==> config.mk <==
export PLATFORM = sky130hd
export DESIGN_NAME = conv_sched
export DESIGN_NICKNAME = d
export VERILOG_FILES = /design/src/rtl/conv_sched_pkg.sv /design/src/rtl/cs_regs.sv /design/src/rtl/cs_arbiter.sv /design/src/rtl/cs_engine.sv /design/src/rtl/cs_irq.sv /design/src/rtl/conv_sched.sv
export SDC_FILE = /design/constraint.sdc
export NUM_CORES = 1
export LEC_CHECK = 0
export BUFFER_PORTS_ARGS = -buffer_cell sky130_fd_sc_hd__buf_2
export CORE_ASPECT_RATIO = 0.9
export CORE_MARGIN = 4
export CORE_UTILIZATION = 35
export CTS_BUF_LIST = sky130_fd_sc_hd__clkbuf_16
export DETAILED_ROUTE_END_ITERATION = 6
export GPL_TIMING_DRIVEN = 0
export PLACE_DENSITY = 0.52
export RECOVER_POWER = 100
export SYNTH_ARGS = -nofsm -noshare
export SYNTH_HDL_FRONTEND = slang
export SYNTH_HIERARCHICAL = 1
export SYNTH_SLANG_ARGS = --single-unit
==> constraint.sdc <==
create_clock -name clk -period 3.7 [get_ports clk]
set_clock_uncertainty 0.15 [all_clocks]
set_input_delay 0.74 -clock clk [delete_from_list [all_inputs] [get_ports clk]]
set_output_delay 0.74 -clock clk [all_outputs]
set_load 0.01 [all_outputs]
==> src/rtl/conv_sched_pkg.sv <==
`timescale 1ns/1ps
// Shared constants and types for the conversion scheduler.
// Assumes four interrupt flags, of which the two lowest may start slots.
package conv_sched_pkg;
    localparam int NFLAG   = 4;
    localparam int FSEL_W  = 2;
    localparam int NCHAIN  = 2;

    typedef enum logic [1:0] {
        ST_IDLE,
        ST_ACQ,
        ST_CONV
    } eng_state_t;
endpackage

==> src/rtl/cs_regs.sv <==
`timescale 1ns/1ps
// Register file: slot configuration words, per-slot results, continuous-mode
// bits, and the read mux. The address's top two bits choose the region.
// A write of 1s to the status address makes a one-cycle acknowledge mask.
// Assumes NSLOT is a power of two.
module cs_regs
    import conv_sched_pkg::*;
#(
    parameter int NSLOT  = 16,
    parameter int DATA_W = 12,
    parameter int REG_W  = 18,
    parameter int ADDR_W = 6
) (
    input  logic              clk,
    input  logic              rst_n,
    input  logic              wr_en,
    input  logic [ADDR_W-1:0] wr_addr,
    input  logic [REG_W-1:0]  wr_data,
    input  logic [ADDR_W-1:0] rd_addr,
    output logic [REG_W-1:0]  rd_data,
    input  logic              res_we,
    input  logic [$clog2(NSLOT)-1:0] res_idx,
    input  logic [DATA_W-1:0] res_data,
    input  logic [NFLAG-1:0]  irq_flag,
    input  logic [NFLAG-1:0]  irq_ovf,
    output logic [REG_W-1:0]  cfg_q [NSLOT],
    output logic [NFLAG-1:0]  cont_q,
    output logic [NFLAG-1:0]  ack
);
    localparam int IDX_W = $clog2(NSLOT);

    logic [DATA_W-1:0] res_q [NSLOT];
    logic [1:0]        wr_rgn, rd_rgn;
    logic [IDX_W-1:0]  wr_idx, rd_idx;

    assign wr_rgn = wr_addr[ADDR_W-1 -: 2];
    assign rd_rgn = rd_addr[ADDR_W-1 -: 2];
    assign wr_idx = wr_addr[IDX_W-1:0];
    assign rd_idx = rd_addr[IDX_W-1:0];

    // Slot configuration storage, cleared to "no source" at reset.
    always_ff @(posedge clk) begin
        if (!rst_n) begin
            for (int i = 0; i < NSLOT; i++) cfg_q[i] <= '0;
        end else if (wr_en && wr_rgn == 2'd0) begin
            cfg_q[wr_idx] <= wr_data;
        end
    end

    // Result capture from the engine.
    always_ff @(posedge clk) begin
        if (!rst_n) begin
            for (int i = 0; i < NSLOT; i++) res_q[i] <= '0;
        end else if (res_we) begin
            res_q[res_idx] <= res_data;
        end
    end

    // Continuous-mode bits, one per flag.
    always_ff @(posedge clk) begin
        if (!rst_n)
            cont_q <= '0;
        else if (wr_en && wr_rgn == 2'd2 && wr_idx == IDX_W'(0))
            cont_q <= wr_data[NFLAG-1:0];
    end

    // Acknowledge mask from a write to the status address.
    always_comb begin
        ack = '0;
        if (wr_en && wr_rgn == 2'd2 && wr_idx == IDX_W'(1))
            ack = wr_data[NFLAG-1:0];
    end

    // Read mux over the three regions.
    always_comb begin
        rd_data = '0;
        case (rd_rgn)
            2'd0: rd_data = cfg_q[rd_idx];
            2'd1: rd_data = REG_W'(res_q[rd_idx]);
            2'd2: begin
                if (rd_idx == IDX_W'(0))
                    rd_data = REG_W'(cont_q);
                else if (rd_idx == IDX_W'(1))
                    rd_data = REG_W'({irq_ovf, irq_flag});
            end
            default: rd_data = '0;
        endcase
    end
endmodule

==> src/rtl/cs_arbiter.sv <==
`timescale 1ns/1ps
// Pending-request collector and fixed-priority picker. Each slot decodes its
// source select against the external lines and the chain flag pulses. Repeat
// events merge into a single pending bit. The lowest pending slot is granted
// while the engine is idle. A new event in the grant cycle stays pending.
module cs_arbiter
    import conv_sched_pkg::*;
#(
    parameter int NSLOT  = 16,
    parameter int NTRIG  = 4,
    parameter int TSEL_W = 3
) (
    input  logic              clk,
    input  logic              rst_n,
    input  logic [NTRIG-1:0]  trig_in,
    input  logic [NCHAIN-1:0] chain_evt,
    input  logic [TSEL_W-1:0] tsel [NSLOT],
    input  logic              ready,
    output logic              grant_vld,
    output logic [$clog2(NSLOT)-1:0] grant_idx
);
    localparam int IDX_W = $clog2(NSLOT);

    logic [NSLOT-1:0] pend_q, hit, grant_mask;
    logic             found;

    // Source decode per slot.
    for (genvar s = 0; s < NSLOT; s++) begin : g_hit
        always_comb begin
            hit[s] = 1'b0;
            for (int t = 0; t < NTRIG; t++)
                if (tsel[s] == TSEL_W'(t + 1)) hit[s] = trig_in[t];
            for (int c = 0; c < NCHAIN; c++)
                if (tsel[s] == TSEL_W'(NTRIG + 1 + c)) hit[s] = chain_evt[c];
        end
    end

    // Lowest-numbered pending slot wins.
    always_comb begin
        grant_idx = '0;
        found     = 1'b0;
        for (int i = NSLOT - 1; i >= 0; i--) begin
            if (pend_q[i]) begin
                grant_idx = IDX_W'(i);
                found     = 1'b1;
            end
        end
    end

    assign grant_vld  = found && ready;
    assign grant_mask = grant_vld ? (NSLOT'(1) << grant_idx) : '0;

    // Pending bits: drop the granted one, add new events.
    always_ff @(posedge clk) begin
        if (!rst_n) pend_q <= '0;
        else        pend_q <= (pend_q & ~grant_mask) | hit;
    end
endmodule

==> src/rtl/cs_engine.sv <==
`timescale 1ns/1ps
// Conversion engine: acquisition window, then a fixed latency, then result
// capture and an end-of-conversion pulse. Slot fields are latched at grant.
// An acquisition count of zero runs as one cycle. Assumes CONV_LAT >= 1.
module cs_engine
    import conv_sched_pkg::*;
#(
    parameter int NSLOT    = 16,
    parameter int ACQ_W    = 8,
    parameter int CH_W     = 4,
    parameter int DATA_W   = 12,
    parameter int CONV_LAT = 12
) (
    input  logic               clk,
    input  logic               rst_n,
    input  logic               grant_vld,
    input  logic [$clog2(NSLOT)-1:0] grant_idx,
    input  logic [ACQ_W-1:0]   g_acq,
    input  logic [CH_W-1:0]    g_chan,
    input  logic               g_post,
    input  logic [FSEL_W-1:0]  g_fsel,
    input  logic [DATA_W-1:0]  adc_data,
    output logic               ready,
    output logic               sample_en,
    output logic [CH_W-1:0]    chan_sel,
    output logic               res_we,
    output logic [$clog2(NSLOT)-1:0] res_idx,
    output logic [DATA_W-1:0]  res_data,
    output logic [NFLAG-1:0]   post_req,
    output logic               eoc,
    output logic [$clog2(NSLOT)-1:0] eoc_slot
);
    localparam int IDX_W = $clog2(NSLOT);
    localparam int LAT_W = $clog2(CONV_LAT + 1);
    localparam int CNT_W = (ACQ_W > LAT_W) ? ACQ_W : LAT_W;

    eng_state_t        st;
    logic [CNT_W-1:0]  cnt;
    logic [IDX_W-1:0]  cur_q;
    logic [CH_W-1:0]   chan_q;
    logic              post_q;
    logic [FSEL_W-1:0] fsel_q;

    // Sequencing of idle, acquisition and conversion phases.
    always_ff @(posedge clk) begin
        if (!rst_n) begin
            st     <= ST_IDLE;
            cnt    <= '0;
            cur_q  <= '0;
            chan_q <= '0;
            post_q <= 1'b0;
            fsel_q <= '0;
        end else begin
            case (st)
                ST_IDLE: if (grant_vld) begin
                    st     <= ST_ACQ;
                    cnt    <= (g_acq == '0) ? CNT_W'(1) : CNT_W'(g_acq);
                    cur_q  <= grant_idx;
                    chan_q <= g_chan;
                    post_q <= g_post;
                    fsel_q <= g_fsel;
                end
                ST_ACQ: begin
                    if (cnt == CNT_W'(1)) begin
                        st  <= ST_CONV;
                        cnt <= CNT_W'(CONV_LAT);
                    end else begin
                        cnt <= cnt - CNT_W'(1);
                    end
                end
                ST_CONV: begin
                    if (cnt == CNT_W'(1)) st <= ST_IDLE;
                    else                  cnt <= cnt - CNT_W'(1);
                end
                default: st <= ST_IDLE;
            endcase
        end
    end

    assign ready     = (st == ST_IDLE);
    assign sample_en = (st == ST_ACQ);
    assign chan_sel  = chan_q;
    assign res_we    = (st == ST_CONV) && (cnt == CNT_W'(1));
    assign res_idx   = cur_q;
    assign res_data  = adc_data;
    assign post_req  = (res_we && post_q) ? (NFLAG'(1) << fsel_q) : '0;

    // End-of-conversion pulse and slot tag.
    always_ff @(posedge clk) begin
        if (!rst_n) begin
            eoc      <= 1'b0;
            eoc_slot <= '0;
        end else begin
            eoc <= res_we;
            if (res_we) eoc_slot <= cur_q;
        end
    end
endmodule

==> src/rtl/cs_irq.sv <==
`timescale 1ns/1ps
// Interrupt flags. A post raises its flag. It pulses when the flag is in
// continuous mode, when the flag was clear, or when the flag is being
// acknowledged in that cycle. Otherwise it sets the overflow bit. An
// acknowledge clears the flag and overflow unless a post comes in the same cycle.
module cs_irq
    import conv_sched_pkg::*;
(
    input  logic             clk,
    input  logic             rst_n,
    input  logic [NFLAG-1:0] post_req,
    input  logic [NFLAG-1:0] cont,
    input  logic [NFLAG-1:0] ack,
    output logic [NFLAG-1:0] irq_pulse,
    output logic [NFLAG-1:0] irq_flag,
    output logic [NFLAG-1:0] irq_ovf
);
    logic [NFLAG-1:0] fire;

    assign fire = post_req & (cont | ~irq_flag | ack);

    // Flag, overflow and pulse update.
    always_ff @(posedge clk) begin
        if (!rst_n) begin
            irq_flag  <= '0;
            irq_ovf   <= '0;
            irq_pulse <= '0;
        end else begin
            irq_flag  <= (irq_flag & ~ack) | post_req;
            irq_ovf   <= (irq_ovf & ~ack) | (post_req & irq_flag & ~cont & ~ack);
            irq_pulse <= fire;
        end
    end
endmodule

==> src/rtl/conv_sched.sv <==
`timescale 1ns/1ps
// Top of the conversion scheduler. Connects the register file, the pending
// arbiter, the conversion engine and the interrupt flags. Configuration word
// layout from bit 0: acquisition count, channel, source select, post enable,
// flag select.
module conv_sched
    import conv_sched_pkg::*;
#(
    parameter int NSLOT    = 16,
    parameter int ACQ_W    = 8,
    parameter int CH_W     = 4,
    parameter int DATA_W   = 12,
    parameter int NTRIG    = 4,
    parameter int CONV_LAT = 12,
    localparam int IDX_W   = $clog2(NSLOT),
    localparam int TSEL_W  = $clog2(NTRIG + NCHAIN + 1),
    localparam int REG_W   = ACQ_W + CH_W + TSEL_W + 1 + FSEL_W,
    localparam int ADDR_W  = IDX_W + 2
) (
    input  logic              clk,
    input  logic              rst_n,
    input  logic              wr_en,
    input  logic [ADDR_W-1:0] wr_addr,
    input  logic [REG_W-1:0]  wr_data,
    input  logic [ADDR_W-1:0] rd_addr,
    output logic [REG_W-1:0]  rd_data,
    input  logic [NTRIG-1:0]  trig_in,
    output logic              sample_en,
    output logic [CH_W-1:0]   chan_sel,
    input  logic [DATA_W-1:0] adc_data,
    output logic              eoc,
    output logic [IDX_W-1:0]  eoc_slot,
    output logic [NFLAG-1:0]  irq_pulse,
    output logic [NFLAG-1:0]  irq_flag
);
    localparam int CH_LO = ACQ_W;
    localparam int TS_LO = CH_LO + CH_W;
    localparam int PE_B  = TS_LO + TSEL_W;
    localparam int FS_LO = PE_B + 1;

    logic [REG_W-1:0]  cfg_q [NSLOT];
    logic [TSEL_W-1:0] tsel  [NSLOT];
    logic [REG_W-1:0]  g_cfg;
    logic [NFLAG-1:0]  cont_q, ack, post_req, irq_ovf;
    logic              ready, grant_vld, res_we;
    logic [IDX_W-1:0]  grant_idx, res_idx;
    logic [DATA_W-1:0] res_data;

    cs_regs #(.NSLOT(NSLOT), .DATA_W(DATA_W), .REG_W(REG_W), .ADDR_W(ADDR_W)) u_regs (
        .clk(clk), .rst_n(rst_n), .wr_en(wr_en), .wr_addr(wr_addr), .wr_data(wr_data),
        .rd_addr(rd_addr), .rd_data(rd_data), .res_we(res_we), .res_idx(res_idx),
        .res_data(res_data), .irq_flag(irq_flag), .irq_ovf(irq_ovf),
        .cfg_q(cfg_q), .cont_q(cont_q), .ack(ack)
    );

    for (genvar s = 0; s < NSLOT; s++) begin : g_tsel
        assign tsel[s] = cfg_q[s][TS_LO +: TSEL_W];
    end

    cs_arbiter #(.NSLOT(NSLOT), .NTRIG(NTRIG), .TSEL_W(TSEL_W)) u_arb (
        .clk(clk), .rst_n(rst_n), .trig_in(trig_in), .chain_evt(irq_pulse[NCHAIN-1:0]),
        .tsel(tsel), .ready(ready), .grant_vld(grant_vld), .grant_idx(grant_idx)
    );

    assign g_cfg = cfg_q[grant_idx];

    cs_engine #(.NSLOT(NSLOT), .ACQ_W(ACQ_W), .CH_W(CH_W), .DATA_W(DATA_W),
                .CONV_LAT(CONV_LAT)) u_eng (
        .clk(clk), .rst_n(rst_n), .grant_vld(grant_vld), .grant_idx(grant_idx),
        .g_acq(g_cfg[ACQ_W-1:0]), .g_chan(g_cfg[CH_LO +: CH_W]), .g_post(g_cfg[PE_B]),
        .g_fsel(g_cfg[FS_LO +: FSEL_W]), .adc_data(adc_data), .ready(ready),
        .sample_en(sample_en), .chan_sel(chan_sel), .res_we(res_we), .res_idx(res_idx),
        .res_data(res_data), .post_req(post_req), .eoc(eoc), .eoc_slot(eoc_slot)
    );

    cs_irq u_irq (
        .clk(clk), .rst_n(rst_n), .post_req(post_req), .cont(cont_q), .ack(ack),
        .irq_pulse(irq_pulse), .irq_flag(irq_flag), .irq_ovf(irq_ovf)
    );
endmodule

=== Word-level counts from Yosys, hierarchy flattened ===
Memory sizes are Yosys's and may differ from the RTL's.
Index checks and enable logic that the tools add are counted.

* Register bits after elaboration: 346
* Bits in latches: 0
* RAM bits: 192
* ROM bits: 0
* Word-level logic and storage cells: 342
* Memories: 1

{| class="wikitable"
|+ Memories
! name !! depth !! width !! read ports !! clocked after memory_dff !! wr ports !! line !! text
|-
| u_regs.res_q || 16 || 12 || 1 || 0 || 16 || cs_regs.sv:32 || <nowiki>logic [DATA_W-1:0] res_q [NSLOT];</nowiki>
|}

* Add/sub/neg operators: 1
* Multipliers: 0
* Divide/modulo/power cells: 0
* Magnitude comparators: 4
* Equal/unequal tests: 108
* Shift operators: 2
* Muxes and demuxes: 159
* Bitwise operators: 19
* Reductions and logical operators: 19

{| class="wikitable"
|+ Operators with widths
! operator !! number
|-
| $bwmux W288 || 1
|-
| $bmux W18 S4 || 2
|-
| $eq A3 B3 Y1 const B || 48
|-
| $mux W1 || 117
|-
| $mux W18 || 6
|-
| $eq A3 B2 Y1 const B || 32
|-
| $mux W4 || 19
|-
| $demux W18 S4 || 1
|-
| $pmux W18 S3 || 1
|-
| $eq A3 B1 Y1 const B || 16
|-
| $mux W8 || 5
|-
| $and A4 B4 Y4 || 6
|-
| $pmux W8 S3 || 1
|-
| $and A16 B16 Y16 || 1
|-
| $mux W16 || 1
|-
| $not A16 Y16 || 1
|-
| $or A16 B16 Y16 || 1
|-
| $or A4 B4 Y4 || 4
|-
| $shl A1 B4 Y16 const A || 1
|-
| $ge A5 B5 Y1 const B || 3
|-
| $not A4 Y5 || 3
|-
| $mux W12 || 1
|-
| $not A4 Y4 || 3
|-
| $reduce_or A12 Y1 || 1
|-
| 18 further kinds || 37
|}

=== Depth between registers and ports, before layout ===
* Depth after elaboration: 24
* Depth in mapped cells: 14
* Mapped depth without buffers: 11

=== By module ===
Netlist, hierarchy kept.

{| class="wikitable"
|+ Modules (own cells, without submodules)
! module !! instances !! cells an instance !! area an instance (sq um) !! sequential area each (sq um)
|-
| cs_regs || 1 || 1968 || 22475.3 || 11611.1
|-
| conv_sched || 1 || 128 || 1829.3 || 0.0
|-
| cs_arbiter || 1 || 234 || 1811.7 || 320.3
|-
| cs_engine || 1 || 186 || 1487.7 || 520.5
|-
| cs_irq || 1 || 48 || 462.9 || 240.2
|}

=== Worst setup path before layout ===
OpenSTA, ideal clock, no wires.

* Path kind: register to register
* Start point: reg u_arb.pend_q[14]
* End point: reg u_eng.cnt[0]
* Arrival time: 3.001 ns
* Path slack: 0.479 ns
* Stages on the path, launching flop included: 14
* Buffers on the path: 2
* Cell sequence: dfxtp_1 > nand2b_1 > a221oi_1 > o311ai_2 > a21oi_1 > buf_6 > buf_6 > mux4_1 > a22oi_1 > nand2_1 > nor4_1 > a21oi_1 > o22a_1 > a21oi_1

* Cells in the longest elaborated chain, start to end: 23

{| class="wikitable"
|+ RTL lines
! item !! line !! text
|-
| start: declaration || cs_arbiter.sv:24 || <nowiki>logic [NSLOT-1:0] pend_q, hit, grant_mask;</nowiki>
|-
| start signal: assignment || cs_arbiter.sv:56 || <nowiki>else pend_q <= (pend_q & ~grant_mask) | hit;</nowiki>
|-
| $mux W4 (15 in series) || cs_arbiter.sv:43 || <nowiki>if (pend_q[i]) begin</nowiki>
|-
| via grant_idx[0] || conv_sched.sv:46 || <nowiki>logic [IDX_W-1:0] grant_idx, res_idx;</nowiki>
|-
| $not A4 Y5 (implied by the code) || conv_sched.sv:65 || <nowiki>assign g_cfg = cfg_q[grant_idx];</nowiki>
|-
| $bmux W18 S4 || conv_sched.sv:65 ||
|-
| $mux W18 (implied by the code) (2 in series) || conv_sched.sv:65 ||
|-
| via g_cfg[2] || conv_sched.sv:43 || <nowiki>logic [REG_W-1:0] g_cfg;</nowiki>
|-
| $logic_not A8 Y1 || cs_engine.sv:57 || <nowiki>cnt <= (g_acq == '0) ? CNT_W'(1) : CNT_W'(g_acq);</nowiki>
|-
| $mux W8 || cs_engine.sv:57 ||
|-
| $mux W8 || cs_engine.sv:55 || <nowiki>ST_IDLE: if (grant_vld) begin</nowiki>
|-
| $pmux W8 S3 || cs_engine.sv:54 || <nowiki>case (st)</nowiki>
|-
| end signal: assignment || cs_engine.sv:57 ||
|-
| end signal: assignment || cs_engine.sv:66 || <nowiki>cnt <= CNT_W'(CONV_LAT);</nowiki>
|-
| end signal: assignment || cs_engine.sv:68 || <nowiki>cnt <= cnt - CNT_W'(1);</nowiki>
|-
| end: declaration || cs_engine.sv:38 || <nowiki>logic [CNT_W-1:0] cnt;</nowiki>
|}

The timed path passes the listed nets, and every way through them passes these cells. The select of a mux whose other input is x is not followed.
A chain may end at the register's enable or synchronous reset.

=== Worst setup path in the final report ===
* Start point: in rd_addr[1]
* End point: out rd_data[9]

* Cells in the longest elaborated chain, start to end: 5

{| class="wikitable"
|+ RTL lines
! item !! line !! text
|-
| start: declaration || conv_sched.sv:25 || <nowiki>input logic [ADDR_W-1:0] rd_addr,</nowiki>
|-
| $not A4 Y5 (implied by the code) || cs_regs.sv:78 || <nowiki>2'd0: rd_data = cfg_q[rd_idx];</nowiki>
|-
| $bmux W18 S4 || cs_regs.sv:78 ||
|-
| $mux W18 (implied by the code) (2 in series) || cs_regs.sv:78 ||
|-
| $pmux W18 S3 * || cs_regs.sv:77 || <nowiki>case (rd_rgn)</nowiki>
|-
| end: declaration || conv_sched.sv:26 || <nowiki>output logic [REG_W-1:0] rd_data,</nowiki>
|}

Every way passes the cells marked *; elsewhere a longest branch is shown, timed or not. The select of a mux whose other input is x is not followed.

==> results.ini <==
[floorplan]
dieArea_sq_mm=0.08479
row_count=98
core_sq_mm=0.07946
pin_count=85
die_h_microns=276.7
initial_core_util=0.3532
die_w_microns=306.5

[pwr]
p_sw_uw=3480
p_sw_frac=0.2595
powerDensity_mw_per_mm2=415.5
p_seq_frac=0.467
peakVddDrop_mv=0.3832
p_leak_uw=0.01064
intPower_uw=9930
clockPowerShare=0.428
pwr-share-comb=0.105

[finish]
finalInstanceArea_sq_mm=0.03227
utilization=0.4062
area_delta_synth_final_pct=14.98
nNetsFinal=2767
drive_gt1_frac=0.1760

[sta]
fmax_ghz=0.2674
drv_slew=20
setup_violations=1
fin_crit_ns=3.740
relSlewSlack=-0.04609
tightest_slew_ns=1.557
finalWorstSetupSlack_ns=-0.03957
rsz0062_at_grt=yes
holdWs_ns=0.3044
hold_viol_final=0
finalCritPeriodShare=1.011

[synth]
synth-async-reset-ratio=0
synth_edf_count=192
synth_top_area_cell=dfxtp_1
yosys-top-cells-area=dfxtp_1 25%, edfxtp_1 21%, mux4_2 12%, mux2i_1 8.9%, nand2_1 5.5%
avgSynthCellArea_sq_um=10.95
synthTopCellsByCount=409 x nand2_1, 346 x dfxtp_1, 250 x mux2i_1
synthFlopType=dfxtp_1
ys_warn_count=6
ys_ff_latch=538
synth_fp_nets=2618
netlist_area_sq_mm=0.02807
ys_types=78
synth_top_area_frac=0.2468
synth_cells=2564
seq_area_frac_synth=0.4522
synthMostInstantiatedCell=nand2_1

[detailed_routing]
dr_total_vias=21581
wl_per_cell_microns=27.15
first_iter_violations=2099
drt_wl_total_mm=103.5
drc_errors=0
drtPass1Iterations=5
drt.antenna.violating_nets=0
via_per_inst=5.661

[global_routing]
grt_usage=0.2385
grt_max_degree=18
antenna_found_initial=1
grt_pass1_vias=21262
overflow=0
grt_pass1_wl_mm=149.5

[cts]
htreeDepth=2
cts.clk_slew.worst_paths_ns=0.06
cts_max_path_buffers=3
cts_root_buffer=clkbuf_16
cts_buffers=58
clk-insertion-delay-late_ns=0.64
cts_sinks=538
tritoncts=yes

[placement]
io_buffer_count=66
place_congestion=0.9111
place_hpwl_mm=75.81
post_dp_cell_area_sq_mm=0.02981

[critical_path]
cp_slowest_cell=nor3_1
crit_required_ns=2.81
path_buf_inv=5
cpMostUsedCell=buf_8
path_cells=buf_4 -> buf_6 -> buf_8 -> buf_8 -> mux2i_1 -> mux2i_2 -> o22ai_1 -> nor3_1 -> buf_2
worst_setup_path_end_kind=output port
start_kind=primary input
arrival_ns=2.85
path_max_fanout=10
cpPeakStageDelay_ns=0.33
cp_top_family=buffers and inverters
path_class=in -> out

[run_status]
status=complete, but fails checks
violations=capacitance limit, slew limit, setup timing

[job]
drv_cap=2

[hold_path]
min_path_type=reg -> reg

==> path summary, 6_finish.rpt <==
| check | start | end | slack [ns] | cells after the start |
|---|---|---|---|---|
| hold / removal | u_irq/irq_ovf[0] | u_irq/irq_ovf[0] | 0.30 | 2 |
| setup / recovery | rd_addr[1] | rd_data[9] | -0.04 | 9 |
| setup reg to reg | u_arb/pend_q[14] | u_eng/cnt[0] | 0.06 | 13 |
| hold reg to reg | u_irq/irq_ovf[0] | u_irq/irq_ovf[0] | 0.30 | 2 |
==> logic make-up (layout without fill, tap and decap cells) <==
logic type                 Yosys count  in the layout  share of synthesized area
other                                0              1                          0
muxes                              435            435                     0.2317
buffers and inverters              237            434                    0.04017
DFF                                538            538                     0.4522
AOI/OAI and AO/OA                  377            377                    0.09567
adders and majority gates            5              5                   0.002229
xor gates and xnor gates             2              2                  0.0006242
and+or+nand+nor                    970            970                     0.1774
==> routing by layer <==
layer / wire length (microns) / vias up / global-route usage
met1: 46420 / 10865 / 0.3507
met4: 3437 / 2 / 0.07511
met2: 44590 / 1015 / 0.3567
met3: 9019 / 166 / 0.04236
li1: - / 9533 / -
met5: 10 / - / 0
==> layout make-up <==
cell class,instances,area [sq um]
diodes,1,2.502
plain buffers,208,1277
inverters,28,105.1
well taps,1050,1314
multi-input cells,1789,14530
repair buffers,90,508.0
flip-flops and latches,538,12690
clock buffers,59,1476
clock inverters,49,367.9
fillers,7668,47180
==> state kept, by name, summed over array words and instances, names as in the netlist, 4 cells and up <==
name             count
u_arb/pend_q        16
u_eng/chan_sel       4
u_eng/cnt            8
u_eng/eoc_slot       4
u_eng/res_idx        4
u_irq/irq_flag       4
u_irq/irq_ovf        4
u_irq/irq_pulse      4
u_regs/cfg_q       288
u_regs/cont_q        4
u_regs/res_q       192
==> metrics by stage <==
stage          setup TNS (ns)  instances  worst slack [ns]  power, uW
6_report             -0.03957       3812          -0.03957      13410
5_1_grt               -0.4776       3811          -0.06689      13840
4_1_cts              -0.09865       3800          -0.02995      13490
3_5_place_dp           -20.20       3689           -0.8678       7705
3_3_place_gp           -89.48       3680           -0.8988       7684
2_1_floorplan               0       2564            0.4789       7170
==> placed cells by master (no fill, tap or decap), types with 14 or more instances in the layout <==
master     Yosys  layout
nand2_1      409     405
mux2_2        19      18
mux4_1        16      16
nor2b_1      171     170
buf_6         11      23
and2_0         0      76
nor2_1        54      54
dfxtp_1      346     346
mux2i_1      250     229
a21oi_1       50      52
mux2i_2        0      14
a22oi_1       47      40
buf_4         31      40
buf_2         31      58
and2_1       203     127
mux4_2       149     149
clkbuf_16      0      59
o21ai_0       39      31
inv_1         26      42
a21boi_0     156     158
clkbuf_1     135     143
nand3_1       29      29
edfxtp_1     192     192
nand2b_1      21      19
nor3_1        23      23
==> what timing repair did <==
item                       CTS  global route
hold buffers                 0             0
gates resized for setup    120            45
buffers inserted             4            11
setup endpoints to repair   45            45
pin swaps                    6             3
==> power by group through the flow <==
stage / sequential [uW] / clock [uW] / combinational (uW)
floorplan: 6370 / 0 / 796
global placement: 6390 / 0 / 1300
detailed placement: 6390 / 0 / 1320
CTS: 6260 / 5870 / 1360
global route: 6270 / 6090 / 1470
finish: 6260 / 5740 / 1410
==> worst reg2reg max path: cells and delay by family, from the launching register on <==
family	cells	cell delay, ns
buf+inv	2	0.38
mux	1	0.56
simple gates	3	0.69
flops	1	0.33
compound gates	7	1.44
No activity file was read; power rests on OpenSTA's default activity.
